## src/rtl/eow_pkg.sv

```systemverilog
package eow_pkg;
   typedef enum logic [1:0] {
      EOW_CONFIRM   = 2'b00,
      EOW_ON_CHANGE = 2'b01,
      EOW_CONFIRM_B = 2'b10,
      EOW_EVERY     = 2'b11
   } eow_mode_e;
endpackage

```

## src/rtl/eow_confirm.sv

```systemverilog
module eow_confirm #(
   parameter int W         = 12,
   parameter int CONFIRM_N = 3
) (
   input  logic         clk,
   input  logic         rst_n,
   input  logic         sync_i,
   input  logic         strobe_i,
   input  logic [W-1:0] word_i,
   output logic         hit_o
);
   localparam int CW = $clog2(CONFIRM_N + 1);

   initial begin
      if (CONFIRM_N < 1) $error("CONFIRM_N must be at least 1");
   end

   generate
      if (CONFIRM_N == 1) begin : g_bypass
         assign hit_o = strobe_i && sync_i;
      end else begin : g_count
         logic [W-1:0]  prev_q;
         logic [CW-1:0] run_q, run_nx;
         logic          same;

         assign same = (word_i == prev_q);

         always_comb begin
            if (!same)                        run_nx = CW'(1);
            else if (run_q == CW'(CONFIRM_N)) run_nx = run_q;
            else                              run_nx = run_q + CW'(1);
         end

         assign hit_o = strobe_i && sync_i && (run_nx == CW'(CONFIRM_N))
                        && (run_q != CW'(CONFIRM_N));

         always_ff @(posedge clk or negedge rst_n) begin
            if (!rst_n) begin
               prev_q <= '0;
               run_q  <= '0;
            end else if (strobe_i) begin
               if (sync_i) begin
                  prev_q <= word_i;
                  run_q  <= run_nx;
               end else begin
                  run_q  <= '0;
               end
            end
         end


         run_bound_chk: assert property (@(posedge clk) disable iff (!rst_n)
            run_q <= CW'(CONFIRM_N));

         run_clear_chk: assert property (@(posedge clk) disable iff (!rst_n)
            (strobe_i && !sync_i) |=> (run_q == '0));
      end
   endgenerate
endmodule

```

## src/rtl/eow_rx_update.sv

```systemverilog
module eow_rx_update
   import eow_pkg::*;
#(
   parameter int W = 12
) (
   input  logic         clk,
   input  logic         rst_n,
   input  logic         sync_i,
   input  logic         strobe_i,
   input  logic [W-1:0] word_i,
   input  logic [1:0]   mode_i,
   input  logic         hit_i,
   input  logic         irq_en_i,
   input  logic         host_read_i,
   output logic [W-1:0] held_o,
   output logic         irq_o,
   output logic         flag_o
);
   logic      upd;
   eow_mode_e mode;

   assign mode = eow_mode_e'(mode_i);

   always_comb begin
      upd = 1'b0;
      if (strobe_i && sync_i) begin
         unique case (mode)
            EOW_EVERY:     upd = 1'b1;
            EOW_ON_CHANGE: upd = (word_i != held_o);
            default:       upd = hit_i;
         endcase
      end
   end

   always_ff @(posedge clk or negedge rst_n) begin
      if (!rst_n) begin
         held_o <= '0;
         irq_o  <= 1'b0;
         flag_o <= 1'b0;
      end else begin
         irq_o <= upd && irq_en_i;
         if (upd) held_o <= word_i;
         if (upd)              flag_o <= 1'b1;
         else if (host_read_i) flag_o <= 1'b0;
      end
   end


   held_sync_chk: assert property (@(posedge clk) disable iff (!rst_n)
      !$stable(held_o) |-> $past(strobe_i && sync_i));

   irq_en_chk: assert property (@(posedge clk) disable iff (!rst_n)
      irq_o |-> $past(irq_en_i));

   irq_flag_chk: assert property (@(posedge clk) disable iff (!rst_n)
      irq_o |-> flag_o);

   every_word_chk: assert property (@(posedge clk) disable iff (!rst_n)
      (strobe_i && sync_i && mode_i == 2'b11 && irq_en_i) |=> irq_o);

   on_change_chk: assert property (@(posedge clk) disable iff (!rst_n)
      (strobe_i && sync_i && mode_i == 2'b01 && word_i != held_o)
      |=> (held_o == $past(word_i)));
endmodule

```

## src/rtl/eow_tx_stage.sv

```systemverilog
module eow_tx_stage #(
   parameter int W = 12
) (
   input  logic         clk,
   input  logic         rst_n,
   input  logic         host_wr_i,
   input  logic [W-1:0] host_word_i,
   input  logic         auto_en_i,
   input  logic         tx_strobe_i,
   output logic [W-1:0] tx_word_o
);
   logic [W-1:0] pend_q;
   logic         pend_v;

   always_ff @(posedge clk or negedge rst_n) begin
      if (!rst_n) begin
         pend_q    <= '0;
         pend_v    <= 1'b0;
         tx_word_o <= '0;
      end else begin
         if (tx_strobe_i && pend_v) tx_word_o <= pend_q;
         if (host_wr_i && !auto_en_i) begin
            pend_q <= host_word_i;
            pend_v <= 1'b1;
         end else if (tx_strobe_i) begin
            pend_v <= 1'b0;
         end
      end
   end


   tx_boundary_chk: assert property (@(posedge clk) disable iff (!rst_n)
      !$stable(tx_word_o) |-> $past(tx_strobe_i));
endmodule

```

## src/rtl/eow_rx_filter.sv

```systemverilog
module eow_rx_filter #(
   parameter int W         = 12,
   parameter int CONFIRM_N = 3
) (
   input  logic         clk,
   input  logic         rst_n,
   input  logic         sync_i,
   input  logic         rx_strobe_i,
   input  logic [W-1:0] rx_word_i,
   input  logic [1:0]   mode_i,
   input  logic         irq_en_i,
   input  logic         host_read_i,
   input  logic         host_wr_i,
   input  logic [W-1:0] host_word_i,
   input  logic         auto_en_i,
   input  logic         tx_strobe_i,
   output logic [W-1:0] tx_word_o,
   output logic [W-1:0] held_word_o,
   output logic         upd_irq_o,
   output logic         upd_flag_o
);
   initial begin
      if (W < 1) $error("W must be at least 1");
   end

   logic hit;

   eow_confirm #(.W(W), .CONFIRM_N(CONFIRM_N)) confirm_i (
      .clk(clk), .rst_n(rst_n), .sync_i(sync_i), .strobe_i(rx_strobe_i),
      .word_i(rx_word_i), .hit_o(hit));

   eow_rx_update #(.W(W)) update_i (
      .clk(clk), .rst_n(rst_n), .sync_i(sync_i), .strobe_i(rx_strobe_i),
      .word_i(rx_word_i), .mode_i(mode_i), .hit_i(hit), .irq_en_i(irq_en_i),
      .host_read_i(host_read_i), .held_o(held_word_o), .irq_o(upd_irq_o),
      .flag_o(upd_flag_o));

   eow_tx_stage #(.W(W)) tx_i (
      .clk(clk), .rst_n(rst_n), .host_wr_i(host_wr_i), .host_word_i(host_word_i),
      .auto_en_i(auto_en_i), .tx_strobe_i(tx_strobe_i), .tx_word_o(tx_word_o));


   auto_block_chk: assert property (@(posedge clk) disable iff (!rst_n)
      (auto_en_i && !tx_strobe_i) |=> $stable(tx_word_o));
endmodule

```

## config.mk

```make
export PLATFORM = sky130hd
export DESIGN_NAME = eow_rx_filter
export DESIGN_NICKNAME = d
export VERILOG_FILES = /design/src/rtl/eow_pkg.sv /design/src/rtl/eow_confirm.sv /design/src/rtl/eow_rx_update.sv /design/src/rtl/eow_tx_stage.sv /design/src/rtl/eow_rx_filter.sv
export SDC_FILE = /design/constraint.sdc
export NUM_CORES = 1
export LEC_CHECK = 0
export BUFFER_PORTS_ARGS = -buffer_cell sky130_fd_sc_hd__buf_2
export CAP_MARGIN = 10
export CORE_MARGIN = 2
export CORE_UTILIZATION = 56
export DETAILED_ROUTE_END_ITERATION = 10
export PLACE_DENSITY_LB_ADDON = 0.08
export SYNTH_ARGS = -nofsm -noshare
export SYNTH_HDL_FRONTEND = slang
export SYNTH_SLANG_ARGS = --single-unit
```

## constraint.sdc

```tcl
create_clock -name clk -period 2.8 [get_ports clk]
set_input_delay 0.56 -clock clk [delete_from_list [all_inputs] [get_ports clk]]
set_output_delay 0.56 -clock clk [all_outputs]
set_load 0.05 [all_outputs]
```

==> results of run 1 <==
[layout make-up]
cell class | instances | area [um^2] | area share [%]
Multi-Input combinational cell | 96 | 928.4 | 33.20
Clock inverter | 3 | 65.06 | 2.327
Clock buffer | 5 | 68.82 | 2.461
Tap cell | 50 | 62.56 | 2.237
Inverter | 4 | 15.01 | 0.5369
Sequential cell | 53 | 1326 | 47.43
Timing Repair Buffer | 64 | 330.3 | 11.81
[worst reg2reg max path: cells and delay by family (launching register included)]
kind	cells	cell delay, ns
AO/OA/AOI/OAI	1	0.41
XOR/XNOR	1	0.21
multiplexers	1	0.44
flip-flops	1	0.40
AND/OR/NAND/NOR	2	0.47
[kinds of logic (layout without fill, tap and decap cells)]
family                    count (synthesis)  count (layout)  share of synthesized area (%)
xor gates and xnor gates                 24              24                          9.155
buffers and inverters                     8              76                          1.798
AOI/OAI and AO/OA                         6               6                          1.798
DFF                                      53              53                          57.77
and+or+nand+nor                          18              18                          4.632
muxes                                    48              48                          24.85
[registers in the layout, indices dropped and copies added, names as in the netlist]
register,flops
confirm_i.g_count.prev_q,12
tx_i.pend_q,12
tx_i.tx_word_o,12
update_i.held_o,12
confirm_i.g_count.run_q,2
tx_i.pend_v,1
update_i.flag_o,1
update_i.irq_o,1
[through the flow]
step	hold slack (ns)	setup WS, ns	utilization, %	total power [uW]	area [um^2]
2_1_floorplan	0.2644	0.8727	-	1526	2296
3_3_place_gp	0.4639	0.5066	67.04	1697	2663
3_5_place_dp	0.4706	0.4508	67.04	1721	2663
4_1_cts	0.1549	0.7243	70.42	2322	2796
5_1_grt	0.1515	0.6285	70.42	2401	2796
6_report	0.1572	0.7579	70.42	2295	2796
[Yosys cell counts, types with 2 or more instances]
library cell	count
xor2_1	12
nand4_1	4
mux2_2	40
xnor2_1	12
clkbuf_1	2
dfrtp_1	53
nor3b_1	2
nand2_1	4
nor4_1	2
a21oi_1	2
nor3_1	2
inv_1	4
mux2_4	8
[worst max path at each step]
stage	cells after the start	slack, ns	from	end
3_3_place_gp	6	0.51	rx_word_i[1]	update_i.held_o[7]$_DFFE_PN0P_
3_5_place_dp	6	0.45	rx_word_i[3]	update_i.held_o[4]$_DFFE_PN0P_
5_1_grt	5	0.63	confirm_i.g_count.prev_q[5]$_DFFE_PN0P_	update_i.held_o[4]$_DFFE_PN0P_
6_report	5	0.76	confirm_i.g_count.prev_q[5]$_DFFE_PN0P_	update_i.held_o[4]$_DFFE_PN0P_
2_1_floorplan	6	0.87	update_i.held_o[5]$_DFFE_PN0P_	update_i.held_o[10]$_DFFE_PN0P_
4_1_cts	5	0.72	confirm_i.g_count.prev_q[5]$_DFFE_PN0P_	update_i.held_o[4]$_DFFE_PN0P_
[metal layers]
metal	part of all wire [%]	vias to the layer above	wire length, um	track usage, %
met5	0	-	0	0
met4	1.8	0	76	9.000
met3	5.3	7	224	4.605
met2	50	37	2131	33.25
met1	42	689	1796	24.89
li1	-	678	-	-
[report_power, final]
group / internal (uW) / switching (uW) / total (uW)
Combinational: 245 / 461 / 706
Sequential: 906 / 87.2 / 993
Clock: 355 / 242 / 597
Total: 1510 / 790 / 2300
==> flow_summary.toml, run 1 <==
[placement]
dp_cells = 267
gp_routability_congestion = 0.7495
port_buffers = 60
dp_hpwl_um = 3209

[floorplan]
die_w_um = 68.03
core_area_um2 = 3971
row_count = 23
initial_core_util_pct = 57.81
die_h_um = 68.03
ios = 61
dieArea_um2 = 4628

[routing]
drcViolationCount = 0
wl_per_cell_um = 15.38
postRouteAntennaNets = 0
vias_per_cell = 5.131
first_pass_iters = 4
dr_total_vias = 1411
drtIter0Drc = 66
wirelength_um = 4229

[setup_path]
cp_slowest_stage_delay_ns = 0.44
crit_type = "reg2reg"
crit_chain = "xnor2_1 > nand4_1 > nor4_2 > o211ai_2 > mux2_4"
endpoint_kind = "flop"
rr_worst_depth = 5
rrSetupSlack_ns = 0.76
start_kind = "flop"
cp_top_family = "simple AND/OR/NAND/NOR gates"
path_max_fanout = 14
worst_path_max_delay_cell = "mux2_4"
rr_startpoint = "confirm_i.g_count.prev_q[5]$_DFFE_PN0P_"
crit_buf_inv = 0
r2r-end = "update_i.held_o[4]$_DFFE_PN0P_"
required_ns = 3.00
cp_data_arrival_time_ns = 2.24

[clock_tree]
cts_root_buf = "clkbuf_8"
postCtsHoldBufs = 0
cts_buffer_depth = 2
clock-sinks = 53
post_cts_buffers = 0
cts_resized = 0
clkLatencyLatePin_ns = 0.31
clkTransAtPathRegs_ns = 0.09
cts_max_level = 2
numCtsBuffers = 5
cts_tree = "done"

[power]
power.leakage_uw = 0.001322
cellPowerDensity_nw_per_um2 = 820.7
worst_ir_drop_vdd_mv = 0.4694

[yosys]
synthArstFlopShare_pct = 100.0
synth.ff_latch_count = 53
yosys.area.top_type_share_pct = 57.77
synth_fp_nets = 192
synth.area.top_cells = "dfrtp_1 58%, mux2_2 20%, mux2_4 5.2%, xnor2_1 4.6%, xor2_1 4.6%"
yosys_warnings = 0
synthCells = 157
ys.flop_type = "dfrtp_1"
ys_seq_area_share_pct = 57.77
avgSynthCellArea_um2 = 14.62
synth.cell_area_um2 = 2296
synth-edff-count = 0
ys_types = 23
synth_top_area_cell = "dfrtp_1"

[final_layout]
drive_above_1_share_pct = 54.22
final_cell_mix = "60 x buf_2, 53 x dfrtp_1, 40 x mux2_2"
antennaDiodeCount = 0
fillers = 282
area_delta_synth_final_pct = 21.80
final_common_cell = "buf_2"
fin_nets = 259
layout.cells.non_filler = 275

[timing]
period_needed_ns = 2.042
slew_headroom_pct = 38.79
worst_pin_slew_ns = 0.9155
grt_setup_unrepaired = "false"
drv_slew = 0
finalSetupTns_ns = 0
clock.fmax_ghz = 0.4897
clock_skew_ns = 0.007544
finalSetupViolations = 0
finalCritPeriodShare_pct = 72.93
finalHoldViolations = 0

[global_route]
grt_pass1_wl_um = 6679
grt_pass1_vias = 1443
grt_usage_pct = 20.01
grt_max_degree = 21
overflow = 0
antenna_found_initial = 0

[hold_path]
hold_path.class = "in2async"

[run]
cap_violations = 0

[run_status]
status = "complete, no violations"
(Power assumes the default switching activity.)
==> run 2, diff against run 1 <==
--- a/config.mk
+++ b/config.mk
@@ -8,7 +8,7 @@
 export BUFFER_PORTS_ARGS = -buffer_cell sky130_fd_sc_hd__buf_2
 export CAP_MARGIN = 10
 export CORE_MARGIN = 2
-export CORE_UTILIZATION = 56
+export CORE_UTILIZATION = 47
 export DETAILED_ROUTE_END_ITERATION = 10
 export PLACE_DENSITY_LB_ADDON = 0.08
 export SYNTH_ARGS = -nofsm -noshare
==> constraint.sdc (replaced) <==
create_clock -name clk -period 1.7 [get_ports clk]
set_input_delay 0.34 -clock clk [delete_from_list [all_inputs] [get_ports clk]]
set_output_delay 0.34 -clock clk [all_outputs]
set_load 0.05 [all_outputs]
==> flow_summary.toml, run 2 (same netlist as run 1, synthesis figures left out) <==
[clock_tree]
clkLatencyLatePin_ns = 0.30
cts_max_level = 2
numCtsBuffers = 5
clock-sinks = 53
cts_buffer_depth = 2
cts_root_buf = "clkbuf_8"
clkTransAtPathRegs_ns = 0.09
cts_tree = "done"

[global_route]
antenna_found_initial = 0
grt_max_degree = 35
grt_pass1_wl_um = 7334
grt_usage_pct = 18.11
overflow = 0
grt_pass1_vias = 1595

[hold_path]
min_from = "host_read_i"
hold-path-cell-count = 2
hold_end = "update_i.flag_o$_DFFE_PN0P_"
hold_path.class = "in2reg"

[routing]
postRouteAntennaNets = 0
first_pass_iters = 4
wl_per_cell_um = 14.63
dr_total_vias = 1510
vias_per_cell = 4.871
wirelength_um = 4534
drcViolationCount = 0
drtIter0Drc = 83

[timing]
clock_skew_ns = 0.005229
grt_setup_unrepaired = "true"
worst_pin_slew_ns = 0.5159
setup_slack_ns = -0.06816
finalSetupViolations = 12
slew_headroom_pct = 65.52
finalCritPeriodShare_pct = 104.0
clock.fmax_ghz = 0.5656
drv_slew = 0
finalHoldViolations = 0
period_needed_ns = 1.768

[floorplan]
die_w_um = 73.89
ios = 61
die_h_um = 73.89
dieArea_um2 = 5460
core_area_um2 = 4723
initial_core_util_pct = 48.61
row_count = 25

[placement]
place_area_um2 = 2833
dp_hpwl_um = 3526
dp_cells = 299
port_buffers = 60
gp_routability_congestion = 0.7757

[setup_path]
r2r-end = "update_i.held_o[6]$_DFFE_PN0P_"
cp_data_arrival_time_ns = 1.96
worst_path_max_delay_cell = "dfrtp_1"
start_kind = "flop"
endpoint_kind = "flop"
rr_startpoint = "confirm_i.g_count.prev_q[3]$_DFFE_PN0P_"
crit_chain = "xnor2_1 > nand4_1 > nor4_2 > o211ai_2 > buf_12 > mux2_4"
required_ns = 1.89
rrSetupSlack_ns = -0.07
cp_slowest_stage_delay_ns = 0.40
path_max_fanout = 10
crit_type = "reg2reg"
rr_worst_depth = 6

[final_layout]
drive_above_1_share_pct = 62.14
fin_nets = 277
final_common_cell = "buf_2"
layout.cells.non_filler = 310
area_delta_synth_final_pct = 31.01
finalInstanceArea_um2 = 3008
final_cell_mix = "60 x buf_2, 44 x dfrtp_1, 36 x mux2_2"
antennaDiodeCount = 0

[run]
cap_violations = 0

[run_status]
status = "finished with violations"
violations = "setup timing"

[power]
power.leakage_uw = 0.001417
cellPowerDensity_nw_per_um2 = 1248
worst_ir_drop_vdd_mv = 0.8458
==> run 2: layer usage <==
layer / global-route usage [%] / routed length (um) / up-vias
li1: - / - / 713
met1: 20.87 / 1789 / 752
met2: 31.94 / 2463 / 38
met4: 6.263 / 55 / 0
met3: 5.213 / 225 / 7
met5: 0 / 0 / -
==> run 2: cell type report <==
type	count	area (um^2)
clock inverters	3	46.29
multi-input cells	96	959.7
clock buffers	5	68.82
inverters	4	15.01
well taps	67	83.83
repair buffers	82	496.7
flip-flops and latches	53	1338
fillers	385	1715
==> run 2: stage by stage <==
step	TNS [ns]	hold slack [ns]	util (%)	total power [uW]	setup slack [ns]
2_1_floorplan	-0.9909	0.04441	-	2522	-0.1240
3_3_place_gp	-1.971	0.3006	59.97	2869	-0.1638
3_5_place_dp	-2.283	0.3121	59.97	2920	-0.2085
4_1_cts	-0.9023	0.2151	63.31	3803	-0.08807
5_1_grt	-2.184	0.2262	63.68	3939	-0.1982
6_report	-0.6652	0.2181	63.68	3753	-0.06816
==> run 2: where the power goes <==
part / switching [uW] / internal, uW
Combinational: 790 / 479
Sequential: 140 / 1500
Clock: 406 / 441
Total: 1330 / 2420
==> run 2: worst max-delay path by stage <==
stage / cells after the start / slack, ns / endpoint / startpoint
3_5_place_dp: 7 / -0.21 / update_i.held_o[11]$_DFFE_PN0P_ / rx_word_i[5]
3_3_place_gp: 7 / -0.16 / update_i.held_o[2]$_DFFE_PN0P_ / rx_word_i[5]
6_report: 6 / -0.07 / update_i.held_o[6]$_DFFE_PN0P_ / confirm_i.g_count.prev_q[3]$_DFFE_PN0P_
2_1_floorplan: 6 / -0.12 / update_i.held_o[10]$_DFFE_PN0P_ / update_i.held_o[5]$_DFFE_PN0P_
5_1_grt: 6 / -0.20 / update_i.held_o[6]$_DFFE_PN0P_ / confirm_i.g_count.prev_q[3]$_DFFE_PN0P_
4_1_cts: 6 / -0.09 / update_i.held_o[6]$_DFFE_PN0P_ / confirm_i.g_count.prev_q[5]$_DFFE_PN0P_
==> run 2: worst max-delay path, delay by kind of cell, from the launching register on <==
kind / cells / cell delay, ns
DFF: 1 / 0.40
and+or+nand+nor: 2 / 0.43
xor gates and xnor gates: 1 / 0.19
AOI/OAI and AO/OA: 1 / 0.15
muxes: 1 / 0.29
buffers and inverters: 1 / 0.18
==> run 2: repair_timing <==
action / CTS / global route
setup buffers: 1 / 1
gates resized for setup: 6 / 2
endpoints found under the hold margin: 19 / 0
pin swaps: 2 / 2
hold buffers: 1 / 0
endpoints found under the setup margin: 12 / 13
==> run 3, diff against run 2 <==
--- a/config.mk
+++ b/config.mk
@@ -11,6 +11,7 @@
 export CORE_UTILIZATION = 47
 export DETAILED_ROUTE_END_ITERATION = 10
 export PLACE_DENSITY_LB_ADDON = 0.08
+export SETUP_SLACK_MARGIN = 0.02
 export SYNTH_ARGS = -nofsm -noshare
 export SYNTH_HDL_FRONTEND = slang
 export SYNTH_SLANG_ARGS = --single-unit
==> constraint.sdc (replaced) <==
create_clock -name clk -period 1.7 [get_ports clk]
set_input_delay 0.34 -clock clk [delete_from_list [all_inputs] [get_ports clk]]
set_output_delay 0.34 -clock clk [all_outputs]
set_load 0.01 [all_outputs]
==> flow_summary.toml, run 3 (same netlist as run 1, synthesis figures left out) <==
[run_status]
status = "finished with violations"
violations = "setup timing"

[final_layout]
final_common_cell = "buf_2"
multi_input_area_um2 = 978.4
area_delta_synth_final_pct = 29.75
final_cell_mix = "60 x buf_2, 53 x dfrtp_1, 40 x mux2_2"
seq_area_um2 = 1326
fillers = 405
fin_nets = 278
final_core_util_pct = 63.07
finalInstanceArea_um2 = 2979
drive_above_1_share_pct = 60.66
antennaDiodeCount = 0

[timing]
slew_headroom_pct = 64.93
worst_pin_slew_ns = 0.5248
setup_slack_ns = -0.05449
finalHoldViolations = 0
clock.fmax_ghz = 0.5700
clock_skew_ns = 0.005862
finalCritPeriodShare_pct = 103.2
drv_slew = 0
finalSetupViolations = 12
period_needed_ns = 1.754
timing.hold.ws_ns = 0.01851
grt_setup_unrepaired = "true"

[routing]
wirelength_um = 4392
drtIter0Drc = 53
vias_per_cell = 4.900
drcViolationCount = 0
first_pass_iters = 4
dr_total_vias = 1524
wl_per_cell_um = 14.12
postRouteAntennaNets = 0

[power]
p_sw_share_pct = 28.11
combPwrFrac_pct = 26.2
clockPowerShare_pct = 21.8
power.leakage_uw = 0.001424
pwr-share-seq_pct = 52.1
p_int_uw = 2250
p_total_uw = 3130
worst_ir_drop_vdd_mv = 0.5359
p_switching_uw = 879.7
cellPowerDensity_nw_per_um2 = 1051

[global_route]
grt_max_degree = 54
overflow = 0
grt_usage_pct = 17.71
antenna_found_initial = 0
grt_pass1_vias = 1663
grt_pass1_wl_um = 7279

[setup_path]
cp_data_arrival_time_ns = 1.95
cp_top_family = "simple AND/OR/NAND/NOR gates"
worst_path_max_delay_cell = "dfrtp_1"
rrSetupSlack_ns = -0.05
cp_slowest_stage_delay_ns = 0.41
endpoint_kind = "flop"
required_ns = 1.89
path_max_fanout = 7
start_kind = "flop"
crit_type = "reg2reg"
crit_chain = "xnor2_1 > nand4_1 > nor4_2 > o211ai_2 > buf_6 > mux2_4"
crit_buf_inv = 1

[placement]
dp_hpwl_um = 3226
port_buffers = 60
place_area_um2 = 2824
gp_routability_congestion = 0.8050
dp_worst_setup_slack_ns = -0.2039

[clock_tree]
cts_max_level = 2
clkLatencyLatePin_ns = 0.30
cts_tree = "done"
postCtsHoldBufs = 0
numCtsBuffers = 5
cts_buffer_depth = 2
clkTransAtPathRegs_ns = 0.09
clock-sinks = 53
cts_root_buf = "clkbuf_8"

[floorplan]
dieArea_um2 = 5460
die_w_um = 73.89
ios = 61
initial_core_util_pct = 48.61
core_area_um2 = 4723
row_count = 25
die_h_um = 73.89

[run]
cap_violations = 0

[hold_path]
hold_path.class = "in2async"
==> run 3: cell types whose count changed in the layout (fill, tap and decap cells not counted), moves of 2 or more <==
cell,previous run,this run
xnor2_1,12,10
mux2_2,36,40
mux2_4,12,8
clkinv_2,0,2
buf_4,18,20
dfrtp_2,9,0
dfrtp_1,44,53
xnor2_2,0,2
==> run 3: power groups by stage <==
stage / registers, uW / logic (uW) / clock network [uW]
finish: 1630 / 819 / 682
global route: 1670 / 896 / 749
CTS: 1630 / 817 / 701
detailed placement: 1650 / 791 / 0
global placement: 1640 / 772 / 0
floorplan: 1710 / 367 / 0
==> run 3: area by class of cell <==
type                       count  share of cell area (%)
timing repair buffer          83                   16.55
tap                           67                   2.814
clock inverter                 2                  0.3360
multi-input combinational     96                   32.84
clock buffer                   6                   2.436
inverter                       4                  0.5040
sequential                    53                   44.52
==> run 3: worst reg2reg max path, cell delays in order (launching register included) <==
cell and delay (ns):
dfrtp_1 0.41, xnor2_1 0.19, nand4_1 0.14, nor4_2 0.30, o211ai_2 0.14, buf_6 0.17, mux2_4 0.29
==> run 3: layer usage <==
metal / vias to the layer above / share of wire (%) / track usage [%]
met1: 765 / 42 / 20.73
met2: 38 / 52 / 31.45
met4: 0 / 1.2 / 6.061
met5: - / 0 / 0
li1: 715 / - / -
met3: 6 / 4.6 / 4.390
==> run 3: path summary, 6_finish.rpt <==
path,start,endpoint,cells after the start
setup / recovery,confirm_i.g_count.prev_q[6]$_DFFE_PN0P_,update_i.held_o[6]$_DFFE_PN0P_,6
hold / removal,rst_n,tx_i.tx_word_o[1]$_DFFE_PN0P_,2
setup reg to reg,confirm_i.g_count.prev_q[6]$_DFFE_PN0P_,update_i.held_o[6]$_DFFE_PN0P_,6
hold reg to reg,tx_i.pend_v$_DFFE_PN0P_,tx_i.pend_v$_DFFE_PN0P_,1
max in group asynchronous,rst_n,confirm_i.g_count.prev_q[7]$_DFFE_PN0P_,2
min in group clk,host_read_i,update_i.flag_o$_DFFE_PN0P_,2
==> run 3: what timing repair did <==
action / 4_1_cts / 5_1_grt
setup buffers: 2 / 1
endpoints found under the setup margin: 13 / 15
pin swaps: 6 / 8
gates resized for setup: 5 / 7
==> run 3: metrics by stage <==
stage	setup TNS, ns	std cells
final	-0.4260	311
after global routing	-1.398	311
after CTS	-0.7795	311
after detailed placement	-2.422	301
after global placement	-2.995	301
after floorplan	0	157
